$ cat src/rtl/wbuf_pkg.sv
`timescale 1ns/1ps
package wbuf_pkg;
  localparam int WB_ADDR_W     = 16;
  localparam int WB_DATA_W     = 32;
  localparam int WB_LINE_WORDS = 4;
  localparam int WB_ENTRIES    = 4;

  // What the input port does with the presented write in a cycle
  typedef enum logic [1:0] {
    ACT_NONE  = 2'd0,
    ACT_MERGE = 2'd1,
    ACT_ALLOC = 2'd2,
    ACT_STALL = 2'd3
  } wr_act_e;
endpackage

$ cat src/rtl/wbuf_line_store.sv
`timescale 1ns/1ps
module wbuf_line_store #(
  parameter  int ENTRIES    = 4,
  parameter  int TAG_W      = 14,
  parameter  int DATA_W     = 32,
  parameter  int LINE_WORDS = 4,
  localparam int IDX_W      = $clog2(ENTRIES),
  localparam int SEL_W      = $clog2(LINE_WORDS)
) (
  input  logic                         clk,
  input  logic                         rst,
  input  logic                         wr_en,
  input  logic                         wr_new,
  input  logic [IDX_W-1:0]             wr_slot,
  input  logic [TAG_W-1:0]             wr_tag,
  input  logic [SEL_W-1:0]             wr_sel,
  input  logic [DATA_W-1:0]            wr_data,
  input  logic                         clr_en,
  input  logic [IDX_W-1:0]             clr_slot,
  input  logic [IDX_W-1:0]             rd_slot,
  output logic [ENTRIES-1:0]           valid_o,
  output logic [ENTRIES*TAG_W-1:0]     tags_o,
  output logic [TAG_W-1:0]             rd_tag_o,
  output logic [LINE_WORDS-1:0]        rd_mask_o,
  output logic [LINE_WORDS*DATA_W-1:0] rd_line_o
);
  localparam int DEPTH = ENTRIES * LINE_WORDS;

  // Word storage: single write port, no reset, flat index {slot, word}
  logic [DATA_W-1:0]     words_q [DEPTH];
  logic [TAG_W-1:0]      tag_q   [ENTRIES];
  logic [LINE_WORDS-1:0] mask_q  [ENTRIES];
  logic [ENTRIES-1:0]    valid_q;

  always_ff @(posedge clk) begin
    if (wr_en) words_q[{wr_slot, wr_sel}] <= wr_data;
  end

  always_ff @(posedge clk) begin
    if (rst) begin
      valid_q <= '0;
      for (int i = 0; i < ENTRIES; i++) begin
        tag_q[i]  <= '0;
        mask_q[i] <= '0;
      end
    end else begin
      if (clr_en) valid_q[clr_slot] <= 1'b0;
      if (wr_en) begin
        if (wr_new) begin
          valid_q[wr_slot] <= 1'b1;
          tag_q[wr_slot]   <= wr_tag;
          mask_q[wr_slot]  <= LINE_WORDS'(1) << wr_sel;
        end else begin
          mask_q[wr_slot][wr_sel] <= 1'b1;
        end
      end
    end
  end

  assign valid_o   = valid_q;
  assign rd_tag_o  = tag_q[rd_slot];
  assign rd_mask_o = mask_q[rd_slot];

  for (genvar e = 0; e < ENTRIES; e++) begin : g_tags
    assign tags_o[e*TAG_W +: TAG_W] = tag_q[e];
  end

  for (genvar w = 0; w < LINE_WORDS; w++) begin : g_rd
    assign rd_line_o[w*DATA_W +: DATA_W] = words_q[{rd_slot, SEL_W'(w)}];
  end


  merge_target_live_chk: assert property (@(posedge clk) disable iff (rst)
    (wr_en && !wr_new) |-> valid_q[wr_slot]);


  word_marked_chk: assert property (@(posedge clk) disable iff (rst)
    wr_en |=> mask_q[$past(wr_slot)][$past(wr_sel)]);


  alloc_free_slot_chk: assert property (@(posedge clk) disable iff (rst)
    (wr_en && wr_new) |-> !valid_q[wr_slot]);
endmodule

$ cat src/rtl/wbuf_tag_match.sv
`timescale 1ns/1ps
module wbuf_tag_match #(
  parameter  int ENTRIES = 4,
  parameter  int TAG_W   = 14,
  localparam int IDX_W   = $clog2(ENTRIES)
) (
  input  logic [ENTRIES-1:0]       valid_i,
  input  logic [ENTRIES*TAG_W-1:0] tags_i,
  input  logic [TAG_W-1:0]         key_i,
  input  logic                     skip_en_i,
  input  logic [IDX_W-1:0]         skip_slot_i,
  output logic [ENTRIES-1:0]       hit_vec_o,
  output logic                     hit_o,
  output logic [IDX_W-1:0]         hit_slot_o,
  output logic                     free_o,
  output logic [IDX_W-1:0]         free_slot_o
);
  // One comparator per slot; the slot leaving this cycle is excluded
  for (genvar e = 0; e < ENTRIES; e++) begin : g_cmp
    assign hit_vec_o[e] = valid_i[e]
                        && (tags_i[e*TAG_W +: TAG_W] == key_i)
                        && !(skip_en_i && (skip_slot_i == IDX_W'(e)));
  end

  assign hit_o  = |hit_vec_o;
  assign free_o = ~&valid_i;

  always_comb begin
    hit_slot_o  = '0;
    free_slot_o = '0;
    for (int i = ENTRIES - 1; i >= 0; i--) begin
      if (hit_vec_o[i]) hit_slot_o  = IDX_W'(i);
      if (!valid_i[i])  free_slot_o = IDX_W'(i);
    end
  end
endmodule

$ cat src/rtl/wbuf_age_queue.sv
`timescale 1ns/1ps
module wbuf_age_queue #(
  parameter  int ENTRIES = 4,
  localparam int IDX_W   = $clog2(ENTRIES),
  localparam int CNT_W   = $clog2(ENTRIES + 1)
) (
  input  logic             clk,
  input  logic             rst,
  input  logic             push,
  input  logic [IDX_W-1:0] push_idx,
  input  logic             pop,
  output logic [IDX_W-1:0] head_o,
  output logic             empty_o,
  output logic [CNT_W-1:0] count_o
);
  logic [IDX_W-1:0] order_q [ENTRIES];
  logic [IDX_W-1:0] rd_ptr_q, wr_ptr_q;
  logic [CNT_W-1:0] count_q;

  function automatic logic [IDX_W-1:0] bump(input logic [IDX_W-1:0] p);
    return (p == IDX_W'(ENTRIES - 1)) ? '0 : p + 1'b1;
  endfunction

  always_ff @(posedge clk) begin
    if (push) order_q[wr_ptr_q] <= push_idx;
  end

  always_ff @(posedge clk) begin
    if (rst) begin
      rd_ptr_q <= '0;
      wr_ptr_q <= '0;
      count_q  <= '0;
    end else begin
      if (push) wr_ptr_q <= bump(wr_ptr_q);
      if (pop)  rd_ptr_q <= bump(rd_ptr_q);
      case ({push, pop})
        2'b10:   count_q <= count_q + 1'b1;
        2'b01:   count_q <= count_q - 1'b1;
        default: count_q <= count_q;
      endcase
    end
  end

  assign head_o  = order_q[rd_ptr_q];
  assign empty_o = (count_q == '0);
  assign count_o = count_q;


  no_push_full_chk: assert property (@(posedge clk) disable iff (rst)
    push |-> (count_q < CNT_W'(ENTRIES)));


  no_pop_empty_chk: assert property (@(posedge clk) disable iff (rst)
    pop |-> (count_q != '0));
endmodule

$ cat src/rtl/line_merge_wbuf.sv
`timescale 1ns/1ps
module line_merge_wbuf
  import wbuf_pkg::*;
#(
  parameter  int ADDR_W     = WB_ADDR_W,
  parameter  int DATA_W     = WB_DATA_W,
  parameter  int LINE_WORDS = WB_LINE_WORDS,
  parameter  int ENTRIES    = WB_ENTRIES,
  localparam int SEL_W      = $clog2(LINE_WORDS),
  localparam int TAG_W      = ADDR_W - SEL_W
) (
  input  logic                         clk,
  input  logic                         rst,
  input  logic                         wr_valid,
  output logic                         wr_ready,
  input  logic [ADDR_W-1:0]            wr_addr,
  input  logic [DATA_W-1:0]            wr_data,
  input  logic                         fence,
  output logic                         wb_valid,
  input  logic                         wb_ready,
  output logic [TAG_W-1:0]             wb_line,
  output logic [LINE_WORDS*DATA_W-1:0] wb_data,
  output logic [LINE_WORDS-1:0]        wb_mask
);
  localparam int IDX_W = $clog2(ENTRIES);
  localparam int CNT_W = $clog2(ENTRIES + 1);

  logic [TAG_W-1:0]         in_tag;
  logic [SEL_W-1:0]         in_sel;
  logic [ENTRIES-1:0]       valid_vec, hit_vec;
  logic [ENTRIES*TAG_W-1:0] tags;
  logic                     hit_any, free_any, drain, blocked, fence_q, q_empty;
  logic [IDX_W-1:0]         hit_slot, free_slot, head;
  logic [CNT_W-1:0]         q_count;
  logic                     st_wr_en, st_new;
  logic [IDX_W-1:0]         st_slot;
  wr_act_e                  act;

  assign in_tag = wr_addr[ADDR_W-1:SEL_W];
  assign in_sel = wr_addr[SEL_W-1:0];

  assign wb_valid = !q_empty;
  assign drain    = wb_valid && wb_ready;

  wbuf_tag_match #(.ENTRIES(ENTRIES), .TAG_W(TAG_W)) u_match (
    .valid_i     (valid_vec),
    .tags_i      (tags),
    .key_i       (in_tag),
    .skip_en_i   (drain),
    .skip_slot_i (head),
    .hit_vec_o   (hit_vec),
    .hit_o       (hit_any),
    .hit_slot_o  (hit_slot),
    .free_o      (free_any),
    .free_slot_o (free_slot)
  );

  // Intake control
  always_comb begin
    blocked  = fence || (fence_q && !q_empty);
    wr_ready = !blocked && (hit_any || free_any);
    if (!wr_valid)      act = ACT_NONE;
    else if (!wr_ready) act = ACT_STALL;
    else if (hit_any)   act = ACT_MERGE;
    else                act = ACT_ALLOC;
    st_wr_en = (act == ACT_MERGE) || (act == ACT_ALLOC);
    st_new   = (act == ACT_ALLOC);
    st_slot  = hit_any ? hit_slot : free_slot;
  end

  // Sticky fence: held until the buffer has emptied
  always_ff @(posedge clk) begin
    if (rst)          fence_q <= 1'b0;
    else if (fence)   fence_q <= 1'b1;
    else if (q_empty) fence_q <= 1'b0;
  end

  wbuf_line_store #(
    .ENTRIES(ENTRIES), .TAG_W(TAG_W), .DATA_W(DATA_W), .LINE_WORDS(LINE_WORDS)
  ) u_store (
    .clk       (clk),
    .rst       (rst),
    .wr_en     (st_wr_en),
    .wr_new    (st_new),
    .wr_slot   (st_slot),
    .wr_tag    (in_tag),
    .wr_sel    (in_sel),
    .wr_data   (wr_data),
    .clr_en    (drain),
    .clr_slot  (head),
    .rd_slot   (head),
    .valid_o   (valid_vec),
    .tags_o    (tags),
    .rd_tag_o  (wb_line),
    .rd_mask_o (wb_mask),
    .rd_line_o (wb_data)
  );

  wbuf_age_queue #(.ENTRIES(ENTRIES)) u_age (
    .clk      (clk),
    .rst      (rst),
    .push     (st_new),
    .push_idx (free_slot),
    .pop      (drain),
    .head_o   (head),
    .empty_o  (q_empty),
    .count_o  (q_count)
  );


  reset_empty_chk: assert property (@(posedge clk)
    rst |=> (!wb_valid && (fence || wr_ready)));


  hold_line_chk: assert property (@(posedge clk) disable iff (rst)
    (wb_valid && !wb_ready) |=> (wb_valid && $stable(wb_line)));


  count_match_chk: assert property (@(posedge clk) disable iff (rst)
    $countones(valid_vec) == int'(q_count));


  single_hit_chk: assert property (@(posedge clk) disable iff (rst)
    $onehot0(hit_vec));


  fence_hold_chk: assert property (@(posedge clk) disable iff (rst)
    ($past(fence) && wb_valid) |-> !wr_ready);
endmodule

$ cat config.mk
export PLATFORM = sky130hd
export DESIGN_NAME = line_merge_wbuf
export DESIGN_NICKNAME = d
export VERILOG_FILES = /design/src/rtl/wbuf_pkg.sv /design/src/rtl/wbuf_line_store.sv /design/src/rtl/wbuf_tag_match.sv /design/src/rtl/wbuf_age_queue.sv /design/src/rtl/line_merge_wbuf.sv
export SDC_FILE = /design/constraint.sdc
export NUM_CORES = 1
export LEC_CHECK = 0
export CAP_MARGIN = 5
export CELL_PAD_IN_SITES_DETAIL_PLACEMENT = 1
export CELL_PAD_IN_SITES_GLOBAL_PLACEMENT = 1
export CORE_MARGIN = 2
export CORE_UTILIZATION = 35
export DETAILED_ROUTE_END_ITERATION = 12
export DONT_BUFFER_PORTS = 1
export HOLD_SLACK_MARGIN = 0.03
export PLACE_DENSITY = 0.54
export SLEW_MARGIN = 20
export SYNTH_ARGS = -nofsm -noshare
export SYNTH_HDL_FRONTEND = slang
export SYNTH_SLANG_ARGS = --single-unit
$ cat constraint.sdc
create_clock -name clk -period 9.3 [get_ports clk]
set_input_delay 0.465 -clock clk [delete_from_list [all_inputs] [get_ports clk]]
set_output_delay 0.465 -clock clk [all_outputs]
set_load 0.1 [all_outputs]
==> results.toml, run 1 <==
[yosys]
avgSynthCellArea_um2 = 20.9
synth_seq_cells = 606
synth_edf_count = 592
postSynthCellCount = 1131
synth_ff_type = "edfxtp_1"
syn-cell-area_um2 = 23600
ys_warn_count = 0
ys_seq_area_share_pct = 76.5
postSynth.asyncResetShare_pct = 0
synth_cell_types = 48
syn_nets = 1194

[floorplan]
start_util_pct = 35.3
design.die.area_um2 = 69500
rows = 95
top_level_ports = 201
die_y_um = 264
die_w_um = 264
coreArea_um2 = 66900

[global_routing]
antenna_found_initial = 4
grt_util_all_layers_pct = 18.0
grt-ovfl-total = 0
grt_pass1_wl_mm = 89.4
grt_pass1_vias = 11900
grt_max_degree = 109

[timing]
slew_viol_final = 0
rsz0062_at_grt = "false"
worstMarginPinSlew_ns = 1.03
min_period_ns = 4.94
fin_crit_sh_pct = 53.1
hold_viol = 0
max_freq_mhz = 203
maxSlewHeadroom_pct = 31.2
finalClockSkew_ns = 0.0266
fin_tns_setup_ns = 0
setup_viol = 0

[clock_network]
cts_hold_buf = 33
cts_setup_buffers = 0
clk_pin_slew_worst_paths_ns = 0.06
cts_resized = 0
clock_path_buffers = 3
clockRootBuffer = "clkbuf_16"
htree_levels = 3
tritoncts = "built"
numCtsBuffers = 68
clk_latency_ns = 0.61
cts_sinks = 606

[pwr]
p_int_mw = 5.12
switchingPower_mw = 3.77
p_leak_nw = 8.57
p_sw_share_pct = 42.5
ir_drop_mv = 0.177
pwr-share-seq_pct = 35.1
power_density_nw_per_um2 = 325
power_frac_comb_pct = 35.7
clkPwrFrac_pct = 29.2

[finish]
diodes = 0
postLayoutCoreUtil_pct = 40.8
areaGrowthSynthToFinish_pct = 15.8
drive_gt1_share_pct = 24.2
nets = 1268

[flow_run]
maxCapViolCount = 0

[critical_path]
start_kind = "flop"
endpoint_kind = "output pin"
worstSetupPathType = "reg -> out"
required_ns = 8.84
crit_fanout = 61
crit_arrival_ns = 4.47

[routing]
wl_mm = 61.8
drt_iter0_drc = 787
drc = 0
vias_per_cell = 5.21
wl_per_cell_um = 29.1
final_antenna_net_count = 0
drt-pass1-iter-count = 6
vias = 11100

[worst_hold_path]
worst_hold_path_type = "in -> reg"

[placement]
dp_hpwl_mm = 37.7
io_buffers = 0
routabilityCongestion = 0.747

[outcome]
outcome = "completed"
==> power groups by stage <==
stage | combinational (mW) | clock, mW | sequential [mW]
floorplan | 2.77 | 0 | 3.17
global placement | 3.18 | 0 | 3.18
detailed placement | 3.18 | 0 | 3.18
CTS | 3.23 | 2.67 | 3.12
global route | 3.28 | 2.76 | 3.13
finish | 3.18 | 2.59 | 3.12
==> worst paths after layout <==
| kind | start | end | slack [ns] | cells past startpoint |
|---|---|---|---|---|
| min | rst | u_store.mask_q[3][3]$_DFFE_PP_ | 0.08 | 1 |
| max | flop | wb_data[93] | 4.36 | 4 |
| max reg2reg | flop | u_store.words_q[15][14]$_DFFE_PP_ | 4.50 | 9 |
| min reg2reg | u_age.count_o[2]$_SDFFE_PP0P_ | u_age.count_o[2]$_SDFFE_PP0P_ | 0.51 | 2 |
==> per-layer routing <==
metal | global-route usage, % | share of wire, %
met5 | 0 | 0.045
met4 | 3.86 | 1.5
met3 | 5.89 | 6.9
met2 | 29.5 | 50
met1 | 23.4 | 42
==> per-stage QoR <==
stage | std cells | total power, mW | instance area, um^2 | worst slack, ns | hold WS [ns]
after floorplan | 1131 | 5.94 | 23600 | 4.75 | 0.454
after global placement | 1971 | 6.36 | 24800 | 4.26 | 0.485
after detailed placement | 1975 | 6.36 | 24900 | 4.40 | 0.503
after CTS | 2124 | 9.03 | 27300 | 4.24 | 0.0359
after global routing | 2124 | 9.17 | 27300 | 4.11 | 0.0469
final | 2124 | 8.89 | 27300 | 4.36 | 0.0789
==> cell families after synthesis <==
group	after synthesis	synth area share [%]
flip-flops	606	76.5
AND/OR/NAND/NOR	173	3.39
multiplexers	149	14.2
buffers and inverters	85	1.57
XOR/XNOR	58	2.15
AO/OA/AOI/OAI	50	1.66
adder cells (fa/ha/maj)	10	0.562
==> worst max-delay path: stages, from the launching register on <==
cell and delay, ns:
dfxtp_1 0.33, mux4_4 0.84, buf_4 0.87, buf_4 0.90, mux4_2 0.80
==> placed cells by master, fill, tap and decap left out, types with 8 or more instances in the layout <==
| master | count |
|---|---|
| edfxtp_1 | 592 |
| mux4_2 | 146 |
| clkbuf_16 | 68 |
| nor2_1 | 66 |
| xnor2_1 | 56 |
| dlygate4sd3_1 | 33 |
| nand2_1 | 32 |
| inv_1 | 26 |
| buf_4 | 25 |
| o21bai_1 | 20 |
| nand4_1 | 16 |
| nor2_4 | 16 |
| dfxtp_1 | 14 |
| clkbuf_1 | 13 |
| clkinv_2 | 11 |
| nand3_1 | 9 |
| a21oi_1 | 9 |
| ha_1 | 9 |
| and2_1 | 8 |
| clkinv_1 | 8 |
==> synthesized netlist by cell type (10+ instances only) <==
cell type	instances	share of area, %
edfxtp_1	592	75
a21oi_1	10	0.21
o21bai_1	20	0.64
dfxtp_1	14	1.2
xnor2_1	56	2.1
nor2_1	81	1.3
clkbuf_1	25	0.40
buf_2	18	0.38
nand2_1	32	0.51
buf_1	11	0.17
nand4_1	16	0.42
inv_1	26	0.41
mux4_2	148	14
==> area by class of cell <==
type / count / area (um^2)
flip-flops and latches: 606 / 18100
clock buffers: 84 / 1790
repair buffers: 63 / 641
inverters: 26 / 97.6
multi-input cells: 440 / 5300
fillers: 6273 / 39600
clock inverters: 32 / 344
well taps: 873 / 1090
==> registers in the layout, indices dropped and copies added (netlist names), named ones only <==
| register | count |
|---|---|
| u_store.valid_o | 4 |
| fence_q | 1 |
| u_store.mask_q | 16 |
| u_store.tag_q | 56 |
| u_age.rd_ptr_q | 2 |
| u_store.words_q | 512 |
| u_age.wr_ptr_q | 2 |
| u_age.count_o | 3 |
| u_age.order_q | 8 |
(Power assumes the default switching activity.)
==> run 2: changes to the inputs <==
clock period = 4.7 ns   (was 9.3 ns; I/O delays follow)
==> run 2 against run 1 <==
Effect of this change: critical path depth unchanged; final cell count up 1.9%; count of clock-buffer cells in the layout up 3; die area unchanged; highest routed layer unchanged; power up 97%; largest cell class unchanged.
==> results.toml, run 2 (synthesis gave the netlist of run 1 again) <==
[finish]
drive_gt1_share_pct = 24.6
regMostFlops = "u_store.words_q"
layout_commonest_cell = "edfxtp_1"
finish.instance_area_um2 = 27700
layout_common_cells = "edfxtp_1, mux4_2, clkbuf_16"
largestRegisters = "u_store.words_q x512, u_store.tag_q x56, u_store.mask_q x16"
areaGrowthSynthToFinish_pct = 17.1
nets = 1308
largest_reg_flops = 512
fillCellCount = 6327

[clock_network]
clockRootBuffer = "clkbuf_16"
tritoncts = "built"
htree_levels = 3
cts_sinks = 606
clock_path_buffers = 3
numCtsBuffers = 68
clk_pin_slew_worst_paths_ns = 0.06
clk_latency_ns = 0.61

[timing]
setup_viol = 0
hold_viol = 0
finalClockSkew_ns = 0.0261
min_period_ns = 4.14
slew_viol_final = 0
worstMarginPinSlew_ns = 0.999
rsz0062_at_grt = "false"
maxSlewHeadroom_pct = 33.2
max_freq_mhz = 242
fin_crit_sh_pct = 88.1
fin_tns_setup_ns = 0

[worst_hold_path]
hold_start = "rst"
worst_hold_path_type = "in -> reg"

[routing]
wl_mm = 60.3
drt_iter0_drc = 737
wl_met2_mm = 29.4
vias = 11200
drt-pass1-iter-count = 5
final_antenna_net_count = 0
met3WireLength_mm = 3.39
drt-met1-wl_mm = 26.1
routed.top_layer = "met5"
drc = 0
vias_per_cell = 5.18
wl_per_cell_um = 27.8

[global_routing]
antenna_found_initial = 3
grt-ovfl-total = 0
grt_util_all_layers_pct = 17.6
grt_pass1_vias = 12000
grt_pass1_wl_mm = 87.8
grt_max_degree = 89

[placement]
placed_cell_area_um2 = 25000
routabilityCongestion = 0.752
dp_hpwl_mm = 37.5
io_buffers = 0

[floorplan]
design.die.area_um2 = 69500
rows = 95
start_util_pct = 35.3
top_level_ports = 201
coreArea_um2 = 66900
die_y_um = 264
die_w_um = 264

[critical_path]
slowest_stage = "mux4_2"
cp_slowest_stage_delay_ns = 0.91
path_cells = "mux4_4 -> buf_12 -> buf_4 -> mux4_2"
critPathBufInv = 2
start_kind = "flop"
endpoint_kind = "output pin"
critPathTopFamily = "multiplexers"
crit_fanout = 88
crit_arrival_ns = 3.91
worstSetupPathType = "reg -> out"
required_ns = 4.47

[pwr]
p_total_mw = 17.5
power_density_nw_per_um2 = 634
ir_drop_mv = 0.327
p_leak_nw = 8.73

[flow_run]
maxCapViolCount = 0

[outcome]
outcome = "completed"
==> run 2: cell count changes in the layout (fill, tap and decap cells not counted), sizes merged <==
cell and change:
bufinv -1, dlygate4sd3 +18, clkbuf +3, inv -2, buf +22, diode +4
clkinv -3
==> run 2: metal layers <==
metal | up-vias | track usage [%]
li1 | 4800 | -
met1 | 6084 | 23.2
met2 | 256 | 28.6
met3 | 77 | 4.53
met4 | 2 | 5.47
met5 | - | 0
==> run 2: what timing repair did <==
action | CTS | global route
endpoints found under the hold margin | 611 | 0
setup endpoints to repair | 0 | 0
gates resized for setup | 0 | 0
hold buffers | 52 | 0
buffers inserted | 0 | 0
==> run 2: worst reg2reg max path, delay by kind of cell (launching register included) <==
family / cells / cell delay (ns)
AOI/OAI and AO/OA: 2 / 0.40
buffers and inverters: 1 / 0.34
muxes: 1 / 0.88
DFF: 1 / 0.37
adders and majority gates: 1 / 0.31
and+or+nand+nor: 4 / 1.39
==> run 2: per-stage QoR <==
stage / cells / setup slack, ns / hold slack [ns] / util (%)
2_1_floorplan: 1131 / 0.297 / 0.334 / -
3_3_place_gp: 1996 / 0.692 / 0.309 / 37.4
3_5_place_dp: 1996 / 0.618 / 0.315 / 37.4
4_1_cts: 2161 / 0.392 / 0.0307 / 41.3
5_1_grt: 2163 / 0.251 / 0.0729 / 41.3
6_report: 2165 / 0.559 / 0.0674 / 41.3
==> run 2: report_power, final <==
group / switching [mW] / internal, mW / total [mW]
Clock: 2.11 / 2.96 / 5.06
Sequential: 0.0687 / 6.11 / 6.18
Combinational: 5.20 / 1.09 / 6.29
==> run 2: path summary, 6_finish.rpt <==
check / endpoint / slack (ns) / cells past startpoint
max: wb_data[98] / 0.56 / 4
min: u_store.tag_q[0][8]$_SDFFCE_PN0P_ / 0.07 / 2
max reg2reg: u_store.words_q[0][11]$_DFFE_PP_ / 0.67 / 9
min reg2reg: u_age.rd_ptr_q[1]$_SDFFE_PP0P_ / 0.50 / 2
==> run 2: final cells by class <==
type	instances	area, um^2	share of cell area, %
diodes	4	10.0	0.0362
flip-flops and latches	606	18100	65.3
inverters	26	97.6	0.353
clock inverters	26	235	0.851
clock buffers	87	1860	6.72
well taps	873	1090	3.95
repair buffers	103	998	3.61
multi-input cells	440	5300	19.2
